<file path="src/rtl/ulpi_uart_pkg.sv">
package ulpi_uart_pkg;

  typedef enum logic [2:0] {
    SYNC,
    ENTRY_TURNAROUND,
    PRECHARGE,
    UART_ACTIVE,
    EXIT
  } seqState_t;

  // control -> datapath strobes
  typedef struct packed {
    logic loadKeep;
    logic pcStart;
    logic pcRun;
  } ctlStrobes_t;

  // datapath -> control status
  typedef struct packed {
    logic pcDone;
    logic csToggle;
    logic csLongRise;
    logic keepClk;
  } dpStatus_t;

endpackage

</file>
<file path="src/rtl/uart_seq_datapath.sv">
module uart_seq_datapath
  import ulpi_uart_pkg::*;
#(
  parameter int INT_W      = 4,
  parameter int PRE_CYCLES = 5,
  parameter int PD_CYCLES  = 16
) (
  input  logic             clk,
  input  logic             rstN,
  input  ctlStrobes_t      strobes,
  input  logic             cfgClkKeep,
  input  logic             chipSel,
  input  logic [INT_W-1:0] intEvt,
  input  logic [INT_W-1:0] intMask,
  input  logic             intLatchRd,
  output dpStatus_t        status,
  output logic             intOut,
  output logic [INT_W-1:0] intLatch
);

  localparam int PW = $clog2(PRE_CYCLES + 1);
  localparam int CW = $clog2(PD_CYCLES + 2);
  localparam logic [PW-1:0] PC_LAST = PW'(PRE_CYCLES - 1);
  localparam logic [CW-1:0] LOW_SAT = CW'(PD_CYCLES + 1);

  logic [PW-1:0]    pcCnt;
  logic [CW-1:0]    lowCnt;
  logic             csQ;
  logic             keepQ;
  logic             longRise;
  logic [INT_W-1:0] newEvt;
  logic [INT_W-1:0] latchBase;

  // precharge window counter
  always_ff @(posedge clk) begin
    if (!rstN) begin
      pcCnt <= '0;
    end else if (strobes.pcStart) begin
      pcCnt <= '0;
    end else if (strobes.pcRun) begin
      pcCnt <= pcCnt + 1'b1;
    end
  end

  // clock-keep capture at entry
  always_ff @(posedge clk) begin
    if (!rstN) begin
      keepQ <= 1'b0;
    end else if (strobes.loadKeep) begin
      keepQ <= cfgClkKeep;
    end
  end

  // chip-select edge and low-time tracking on the reference clock
  always_ff @(posedge clk) begin
    if (!rstN) begin
      csQ    <= 1'b1;
      lowCnt <= '0;
    end else begin
      csQ <= chipSel;
      if (chipSel) begin
        lowCnt <= '0;
      end else if (lowCnt != LOW_SAT) begin
        lowCnt <= lowCnt + 1'b1;
      end
    end
  end

  assign longRise = chipSel && !csQ && (lowCnt == LOW_SAT);

  // interrupt latch
  assign newEvt    = intEvt & intMask;
  assign latchBase = (intLatchRd || longRise) ? '0 : intLatch;

  always_ff @(posedge clk) begin
    if (!rstN) begin
      intLatch <= '0;
    end else begin
      intLatch <= latchBase | newEvt;
    end
  end

  assign intOut = |intLatch;

  assign status.pcDone     = (pcCnt == PC_LAST);
  assign status.csToggle   = (chipSel != csQ);
  assign status.csLongRise = longRise;
  assign status.keepClk    = keepQ;

  assert_int_sets_R6: assert property (@(posedge clk) disable iff (!rstN)
    (|newEvt) |=> intOut);

  assert_read_clears_R7: assert property (@(posedge clk) disable iff (!rstN)
    (intLatchRd && !(|newEvt)) |=> !intOut);

endmodule

</file>
<file path="src/rtl/uart_seq_ctrl.sv">
module uart_seq_ctrl
  import ulpi_uart_pkg::*;
(
  input  logic        clk,
  input  logic        rstN,
  input  logic        cfgUartReq,
  input  logic        stp,
  input  dpStatus_t   status,
  output ctlStrobes_t strobes,
  output logic        dir,
  output logic [7:0]  ulpiDataOut,
  output logic        ulpiDataOe,
  output logic        clkOutEn,
  output logic        pullupEn,
  output logic        uartBufEn,
  output logic        uartModeClr,
  output logic        porOut
);

  seqState_t state, nextState;

  always_comb begin
    nextState = state;
    if (status.csLongRise) begin
      nextState = SYNC;
    end else begin
      unique case (state)
        SYNC:             if (cfgUartReq) nextState = ENTRY_TURNAROUND;
        ENTRY_TURNAROUND: nextState = PRECHARGE;
        PRECHARGE:        if (status.pcDone) nextState = UART_ACTIVE;
        UART_ACTIVE:      if (stp || status.csToggle) nextState = EXIT;
        EXIT:             nextState = SYNC;
        default:          nextState = SYNC;
      endcase
    end
  end

  always_ff @(posedge clk) begin
    if (!rstN) begin
      state  <= SYNC;
      porOut <= 1'b0;
    end else begin
      state  <= nextState;
      porOut <= status.csLongRise;
    end
  end

  always_comb begin
    strobes.loadKeep = (state == SYNC) && cfgUartReq;
    strobes.pcStart  = (state == ENTRY_TURNAROUND);
    strobes.pcRun    = (state == PRECHARGE);
  end

  assign dir         = (state != SYNC);
  assign ulpiDataOe  = (state == PRECHARGE);
  assign ulpiDataOut = (state == PRECHARGE) ? 8'h01 : 8'h00;
  assign pullupEn    = (state == ENTRY_TURNAROUND) || (state == PRECHARGE) ||
                       (state == UART_ACTIVE);
  assign uartBufEn   = (state == UART_ACTIVE);
  assign clkOutEn    = (state != UART_ACTIVE) || status.keepClk;
  assign uartModeClr = (state == EXIT);

  assert_turnaround_R3: assert property (@(posedge clk) disable iff (!rstN)
    $rose(ulpiDataOe) |-> $past(dir));

  assert_no_buf_drive_R4: assert property (@(posedge clk) disable iff (!rstN)
    !(uartBufEn && ulpiDataOe));

  assert_stp_exit_R5: assert property (@(posedge clk) disable iff (!rstN)
    (uartBufEn && stp) |=> !uartBufEn);

  assert_por_sync_R8: assert property (@(posedge clk) disable iff (!rstN)
    porOut |-> (!dir && clkOutEn));

endmodule

</file>
<file path="src/rtl/ulpi_uart_seq.sv">
module ulpi_uart_seq
  import ulpi_uart_pkg::*;
#(
  parameter int INT_W      = 4,
  parameter int PRE_CYCLES = 5,
  parameter int PD_CYCLES  = 16
) (
  input  logic             clk,
  input  logic             rstN,
  input  logic             cfgUartReq,
  input  logic             cfgClkKeep,
  input  logic             chipSel,
  input  logic             stp,
  input  logic [INT_W-1:0] intEvt,
  input  logic [INT_W-1:0] intMask,
  input  logic             intLatchRd,
  output logic             dir,
  output logic [7:0]       ulpiDataOut,
  output logic             ulpiDataOe,
  output logic             clkOutEn,
  output logic             pullupEn,
  output logic             uartBufEn,
  output logic             uartModeClr,
  output logic             porOut,
  output logic             intOut,
  output logic [INT_W-1:0] intLatch
);

  ctlStrobes_t strobes;
  dpStatus_t   status;

  uart_seq_ctrl u_ctrl (
    .clk         (clk),
    .rstN        (rstN),
    .cfgUartReq  (cfgUartReq),
    .stp         (stp),
    .status      (status),
    .strobes     (strobes),
    .dir         (dir),
    .ulpiDataOut (ulpiDataOut),
    .ulpiDataOe  (ulpiDataOe),
    .clkOutEn    (clkOutEn),
    .pullupEn    (pullupEn),
    .uartBufEn   (uartBufEn),
    .uartModeClr (uartModeClr),
    .porOut      (porOut)
  );

  uart_seq_datapath #(
    .INT_W      (INT_W),
    .PRE_CYCLES (PRE_CYCLES),
    .PD_CYCLES  (PD_CYCLES)
  ) u_dp (
    .clk        (clk),
    .rstN       (rstN),
    .strobes    (strobes),
    .cfgClkKeep (cfgClkKeep),
    .chipSel    (chipSel),
    .intEvt     (intEvt),
    .intMask    (intMask),
    .intLatchRd (intLatchRd),
    .status     (status),
    .intOut     (intOut),
    .intLatch   (intLatch)
  );

endmodule

</file>
<file path="config.mk">
export PLATFORM = sky130hd
export DESIGN_NAME = ulpi_uart_seq
export DESIGN_NICKNAME = d
export VERILOG_FILES = /design/src/rtl/ulpi_uart_pkg.sv /design/src/rtl/uart_seq_datapath.sv /design/src/rtl/uart_seq_ctrl.sv /design/src/rtl/ulpi_uart_seq.sv
export SDC_FILE = /design/constraint.sdc
export NUM_CORES = 1
export LEC_CHECK = 0
export ABC_AREA = 1
export BUFFER_PORTS_ARGS = -buffer_cell sky130_fd_sc_hd__buf_2
export CAP_MARGIN = 10
export CORE_MARGIN = 2
export CORE_UTILIZATION = 50
export CTS_BUF_LIST = sky130_fd_sc_hd__clkbuf_16
export CTS_CLUSTER_DIAMETER = 200
export DETAILED_ROUTE_END_ITERATION = 10
export MAX_ROUTING_LAYER = met4
export PLACE_DENSITY = 0.81
export SLEW_MARGIN = 25
export SYNTH_ARGS = -nofsm -noshare
export SYNTH_HDL_FRONTEND = slang
export SYNTH_SLANG_ARGS = --single-unit
</file>
<file path="constraint.sdc">
create_clock -name clk -period 2.2 [get_ports clk]
set_input_delay 0.11 -clock clk [delete_from_list [all_inputs] [get_ports clk]]
set_output_delay 0.11 -clock clk [all_outputs]
set_load 0.02 [all_outputs]
</file>
=== Yosys cells after proc, flatten, opt, wreduce, memory -nomap -nowiden ===
Cells that the tools add are included.
W data, S select, Z words.

* Flip-flop bits (word level): 18
* Input bits: 15
* Logic and storage cells: 46
* Output and inout port bits: 20

* Eq/ne operators: 12
* Muxes and demuxes: 6
* Add/subtract/negate cells: 2
* Reduce and logical (&&, ||, !) cells: 16
* Bitwise gates (word level): 3

{| class="wikitable"
|+ Operator list
! cell !! count
|-
| $pmux W3 S4 || 1
|-
| $mux W3 || 3
|-
| $eq A3 B2 Y1 const B || 2
|-
| $eq A3 B3 Y1 const B || 2
|-
| $reduce_or A2 Y1 || 3
|-
| $add A5 B1 Y5 const B || 1
|-
| $eq A5 B5 Y1 const B || 1
|-
| $logic_or A1 B1 Y1 || 5
|-
| $ne A5 B5 Y1 const B || 1
|-
| $and A4 B4 Y4 || 1
|-
| $mux W4 || 1
|-
| $ne A2 B1 Y1 const B || 2
|-
| $or A4 B4 Y4 || 1
|-
| $reduce_or A4 Y1 || 1
|-
| $add A3 B1 Y3 const B || 1
|-
| $eq A3 B1 Y1 const B || 1
|-
| $logic_and A1 B1 Y1 || 3
|-
| $logic_not A3 Y1 || 1
|-
| $ne A3 B2 Y1 const B || 1
|-
| $reduce_and A3 Y1 || 1
|-
| $reduce_bool A3 Y1 || 1
|-
| $ne A2 B2 Y1 const B || 1
|-
| $logic_not A1 Y1 || 1
|-
| $mux W1 || 1
|-
| other kinds (2) || 2
|}

=== Depth between registers and ports, before layout ===
Gate-level depths: netlist (run 1).

* Word-level depth: 6
* Depth in mapped cells: 6

=== Cells and area by module ===
From an unflattened synthesis (run 1), not the netlist that was laid out.

* Cell total of the unflattened synthesis: 125
* Area total of the unflattened synthesis: 960.9 um^2

{| class="wikitable"
|+ Modules (own cells, without submodules)
! module !! cells each !! instances !! area each (um^2)
|-
| uart_seq_datapath || 78 || 1 || 644.4
|-
| uart_seq_ctrl || 47 || 1 || 316.6
|}

=== Least setup slack after synthesis (run 1) ===
OpenSTA, ideal clock, no wires.

* Kind: reg-to-output
* Start: register u_dp.intLatch[0]
* End: output port intOut
* Slack: 1.078 ns
* Arrival time: 1.012 ns
* Cell stages (with the launch flop): 2
* Path buffers: 0
* Required time: 2.090 ns
* Cells stage by stage: dfxtp_1 > or4_1

* Word-level cells in the longest chain between the ends: 1

{| class="wikitable"
|+ RTL lines
! item !! line !! source
|-
| start: declaration || uart_seq_datapath.sv:18 || <nowiki>output logic [INT_W-1:0] intLatch</nowiki>
|-
| start signal: assignment || uart_seq_datapath.sv:79 || <nowiki>intLatch <= latchBase | newEvt;</nowiki>
|-
| $reduce_or A4 Y1 || uart_seq_datapath.sv:83 || <nowiki>assign intOut = |intLatch;</nowiki>
|-
| end: declaration || ulpi_uart_seq.sv:25 || <nowiki>output logic intOut,</nowiki>
|}

No other way between the ends.

=== Worst setup path after layout (run 1) ===
Ends and elaborated chain as after synthesis.

==> metrics.csv, run 1 <==
metric,value,unit
status,completed,
nFillCells,161,
setup-tns-final,0,ns
cap_violations,0,
vias,768,
core,0.001727,mm²
max-vdd-ir-drop,675.2,µV
initial_utilization,52.61,%
power.density,877.3,mW/mm²
seqCellArea,360.3,µm²
synth.distinct_cells,26,
clock.fmax,738.6,MHz
cts_tree,done,
fp.dieH,46.63,µm
multiInputGateArea,450.4,µm²
diodes,0,
ioPinCount,35,
hold_viol,0,
clock-sinks,18,
gp_congestion,0.7262,
grt_pass1_wl,2.746,mm
drcViolationCount,0,
routed_wl,1.730,mm
period_needed,1.354,ns
overflow,0,
fin_skew,0.0009276,ns
reg2reg_slack,1.00,ns
syn-cell-area,908.4,µm²
crit_required,2.09,ns
ff2ff_path_depth,5,
rsz0062_at_grt,no,
holdCritPathClass,in2reg,
worstSetupPathType,reg2out,
postSynthAreaPerCell,7.899,µm²
fp-row-count,15,
power_leakage,0.5451,nW
endpoint,intOut,
globalRouteTotalUtil,18.88,%
die_x,46.63,µm
crit_arrival,1.24,ns
cts_hold_buffers,0,
cts_setup_buffers,0,
min_from,intMask[3],
timing.final.crit_share,61.54,%
via_per_inst,4.571,
cts_htree_levels,1,
clk_pin_slew_worst_paths,0.05,ns
cts_made_buffers,3,
wl_per_cell,10.30,µm
clock-root-buffer,clkbuf_16,
synth_cells,115,
ys_seq_elements,18,
clockBufferDepth,2,
r2r-start,u_dp.lowCnt[1],
yosysWarnings,0,
startpoint,u_dp.intLatch[0],
drt-pass1-iter-count,4,
nets,165,
drt_iter0_drc,15,
grt_max_degree,10,
die-area,0.002174,mm²
clock_latency,0.25,ns
layout-drive-gt1-share,30.07,%
cp-start-kind,flop,
post-dp-hpwl,1.389,mm
maxSlewViolCount,0,
crit_fanout,3,
finalSetupViolCount,0,
dp_cells,165,
seq_area_frac_synth,39.67,%
stdcell_count,168,
r2r_end,u_ctrl.state[2],
io_buffers,27,
area_growth,22.45,%
ant_nets,0,
end_kind,primary output,
grt_pass1_vias,677,
antenna_found_initial,0,
cts-resized-gates,0,
## report_power, final
part,switching (mW),leakage (nW),internal [mW]
registers,0.0273,0.147,0.353
clock network,0.114,0.0370,0.239
logic,0.158,0.361,0.0846
## placed cells by master, fill, tap and decap left out, types with 2 or more instances in the layout
| master | synthesis | routed |
|---|---|---|
| inv_2 | 2 | 2 |
| o21ai_0 | 2 | 2 |
| nor2_1 | 9 | 9 |
| buf_2 | 0 | 27 |
| nor2_2 | 2 | 2 |
| dfxtp_1 | 18 | 18 |
| clkbuf_16 | 0 | 3 |
| a21oi_1 | 9 | 9 |
| nor3_1 | 2 | 2 |
| ha_1 | 5 | 5 |
| o21ai_1 | 2 | 2 |
| nand3_2 | 3 | 3 |
| inv_1 | 14 | 14 |
| nand2_1 | 15 | 15 |
| conb_1 | 1 | 7 |
| nand3_1 | 12 | 12 |
## synthesized netlist by cell type (all sizes together)
cell type,n,area share (%)
a31oi,1,0.69
xnor2,1,0.96
buf,8,6.6
xor2,1,0.96
nand4,1,0.69
nand3,15,9.9
dfxtp,18,40
inv,16,6.6
ha,5,6.9
nor3,2,1.1
o21ai,5,3.2
conb,1,0.41
a21oi,9,5.0
nor2,12,6.3
or4,1,0.83
nand2,17,8.1
a211oi,1,1.4
or2,1,0.69
## how the worst min path moves through the flow
stage	endpoint	cells past startpoint	slack (ns)
after global routing	u_dp.intLatch[1]	3	0.12
after floorplan	u_dp.csQ	2	0.24
final	u_dp.intLatch[3]	3	0.11
after detailed placement	u_dp.intLatch[3]	3	0.36
after global placement	u_dp.intLatch[2]	3	0.36
after CTS	u_dp.intLatch[3]	3	0.10
## stage by stage
step | hold slack, ns | power [mW] | utilization [%] | setup WS [ns] | area, µm²
floorplan | 0.2418 | 0.5769 | - | 1.078 | 930.9
global placement | 0.3604 | 0.6235 | 60.07 | 1.064 | 1037
detailed placement | 0.3647 | 0.6310 | 60.07 | 0.9914 | 1037
CTS | 0.1048 | 0.9892 | 64.42 | 0.8443 | 1112
global route | 0.1224 | 1.025 | 64.42 | 0.8234 | 1112
finish | 0.1054 | 0.9759 | 64.42 | 0.8461 | 1112
## final cells by class
class,count,share of cell area (%)
multi-input combinational,79,40.49
sequential,18,32.40
timing repair buffer,27,12.15
clock buffer,3,6.749
inverter,16,5.399
tap,25,2.812
## state kept, by name (all words and copies together) (netlist names)
name,cells
u_dp.lowCnt,5
u_dp.intLatch,4
u_ctrl.state,3
u_dp.pcCnt,3
u_ctrl.porOut,1
u_dp.csQ,1
u_dp.keepQ,1
## worst max-delay path: stages (launching register included)
cell and delay [ns]:
dfxtp_1 0.32, or4_1 0.51, buf_2 0.17
## per-layer routing
metal  track usage, %  up-vias  part of all wire [%]
met3            7.451        2                   4.3
met5                -        -                     0
li1                 -      414                     -
met2            31.67       14                    51
met1            20.10      338                    44
met4            6.667        0                  0.58
## logic make-up after synthesis
group           share of synthesized area, %
xor+xnor                               1.929
flops                                  39.67
fa+ha+maj                              6.887
compound gates                         10.19
other cells                           0.4128
simple gates                           27.69
buf+inv                                13.22
Note: power is estimated with default switching activity, not from simulation.
==> run 2: changes to the inputs <==
- CORE_UTILIZATION: 50 -> 42
- PLACE_DENSITY: 0.81 -> 0.73
- clock period: 2.2 -> 1.2 ns (I/O delays scaled with it)
==> run 2 against run 1 <==
The flow now finishes with violations (negative setup slack); global-route usage is 1.6 points lower; cell count is 4.2% higher; critical path type unchanged; clock-buffer cell count stayed put; core utilization is 4.9 points lower; combinational power is 110% higher; critical endpoint unchanged; sequential power is 87% higher.
==> metrics.csv, run 2 (synthesized netlist as in run 1, its figures left out) <==
metric,value,unit
io_buffers,27,
largest-register,u_dp.lowCnt,
core,0.002002,mm²
r2r-start,u_dp.lowCnt[0],
final_common_cell,buf_2,
diodes,0,
dpl-instance-area,0.001040,mm²
wl_per_cell,10.67,µm
via_per_inst,4.754,
reg2reg_slack,0.09,ns
worstPathCellList,or4_4 > buf_6,
cts_tree,done,
drt-pass1-iter-count,4,
nets,169,
endpoint,intOut,
gp_congestion,0.7542,
grt_use_met3,3.571,%
die-area,0.002551,mm²
routed_wl,1.868,mm
vias,832,
fin_area,0.001192,mm²
initial_utilization,45.37,%
combPwrFrac,26.9,%
grt_util_met1,18.37,%
drcViolationCount,0,
crit_fanout,2,
period_needed,1.300,ns
setup_slack,-0.09983,ns
antenna_found_initial,0,
fp.dieH,50.51,µm
p_sw_share,31.16,%
most-common-layout-cells,"25 x buf_2, 15 x nand2_1, 12 x inv_1, 11 x nand3_1",
hold_viol,0,
end_kind,primary output,
rsz0062_at_grt,yes,
cap_violations,0,
worstSetupPathType,reg2out,
overflow,0,
layout-drive-gt1-share,41.22,%
area_growth,31.27,%
power_leakage,0.5724,nW
largest_reg_flops,5,
post-dp-hpwl,1.423,mm
post-layout-total-power,1.890,mW
drt_iter0_drc,11,
clock_latency,0.25,ns
clock-sinks,18,
timing.final.crit_share,108.3,%
reg_top3,"u_dp.lowCnt (5), u_dp.intLatch (4)",
ioPinCount,35,
clock.fmax,769.3,MHz
grt_max_degree,11,
ff2ff_path_depth,4,
power.density,1585,mW/mm²
globalRouteTotalUtil,17.32,%
status,"complete, but fails checks",
crit_slowest_cell,or4_4,
sequentialPowerShare,37.6,%
whs,0.04728,ns
die_x,50.51,µm
post-place-ws,0.02617,ns
clockBufferDepth,2,
max-vdd-ir-drop,1089,µV
netSwitchingPower,0.5890,mW
cts_made_buffers,3,
finalSetupViolCount,1,
cp-start-kind,flop,
clock-root-buffer,clkbuf_16,
cts_hold_buffers,0,
clk_pin_slew_worst_paths,0.05,ns
grt_pass1_vias,788,
use_met2,30.04,%
grt_busiest_layer,met2,
p_int,1.301,mW
grt_pass1_wl,3.187,mm
maxSlewViolCount,0,
cts_htree_levels,1,
fp-row-count,16,
r2r_end,u_dp.lowCnt[4],
startpoint,u_dp.intLatch[3],
slowest_delay,0.53,ns
failed_checks,negative setup slack,
crit_required,1.14,ns
p_clk_share,35.5,%
stdcell_count,175,
crit_arrival,1.24,ns
dp_cells,167,
ant_nets,0,
holdCritPathClass,in2reg,
fin_skew,0.001060,ns
[run 2: cell count changes in the layout (fill, tap and decap cells not counted), sizes merged]
cell | previous run | this run
clkinv | 0 | 1
buf | 27 | 31
[run 2: worst min-delay path by stage]
| stage | endpoint | slack, ns | startpoint | cells after the start |
|---|---|---|---|---|
| 2_1_floorplan | u_dp.csQ | 0.19 | chipSel | 2 |
| 3_3_place_gp | u_dp.intLatch[1] | 0.31 | intMask[1] | 3 |
| 3_5_place_dp | u_dp.intLatch[3] | 0.32 | intEvt[3] | 3 |
| 4_1_cts | u_dp.intLatch[3] | 0.05 | intEvt[3] | 3 |
| 5_1_grt | u_dp.intLatch[3] | 0.06 | intMask[3] | 3 |
| 6_report | u_dp.intLatch[3] | 0.05 | intMask[3] | 3 |
[run 2: cell type report]
type,instances,area (µm²)
fill,192,809.5
multi-input combinational,79,471.7
sequential,18,374.1
timing repair buffer,31,173.9
clock buffer,3,75.07
inverter,16,60.06
tap,27,33.78
clock inverter,1,3.754
[run 2: layer usage]
layer / part of all wire, % / vias to the layer above / routed length (µm)
li1: - / 428 / -
met1: 40 / 378 / 752
met2: 53 / 21 / 984
met3: 4.5 / 5 / 84
met4: 2.5 / 0 / 47
met5: 0 / - / 0
[run 2: what timing repair did]
action,in CTS,in global routing
pin swaps,2,2
buffers inserted,3,1
endpoints found under the setup margin,6,12
gates resized for setup,8,11
gates cloned,0,0
[run 2: worst max-delay path: cells and delay by family, from the launching register on]
| kind | cells | cell delay (ns) |
|---|---|---|
| simple gates | 1 | 0.53 |
| flops | 1 | 0.31 |
| buf+inv | 1 | 0.15 |
[run 2: power groups by stage]
stage	Combinational (mW)	Sequential (mW)	Clock [mW]
after floorplan	0.347	0.711	0
after global placement	0.440	0.706	0
after detailed placement	0.449	0.710	0
after CTS	0.493	0.707	0.681
after global routing	0.564	0.721	0.712
final	0.508	0.711	0.671
[run 2: stage by stage]
stage                     utilization [%]  TNS (ns)
after floorplan                         -         0
after detailed placement            51.94         0
after CTS                           58.13   -0.1044
after global placement              51.94         0
final                               59.56  -0.09983
after global routing                59.56   -0.1183
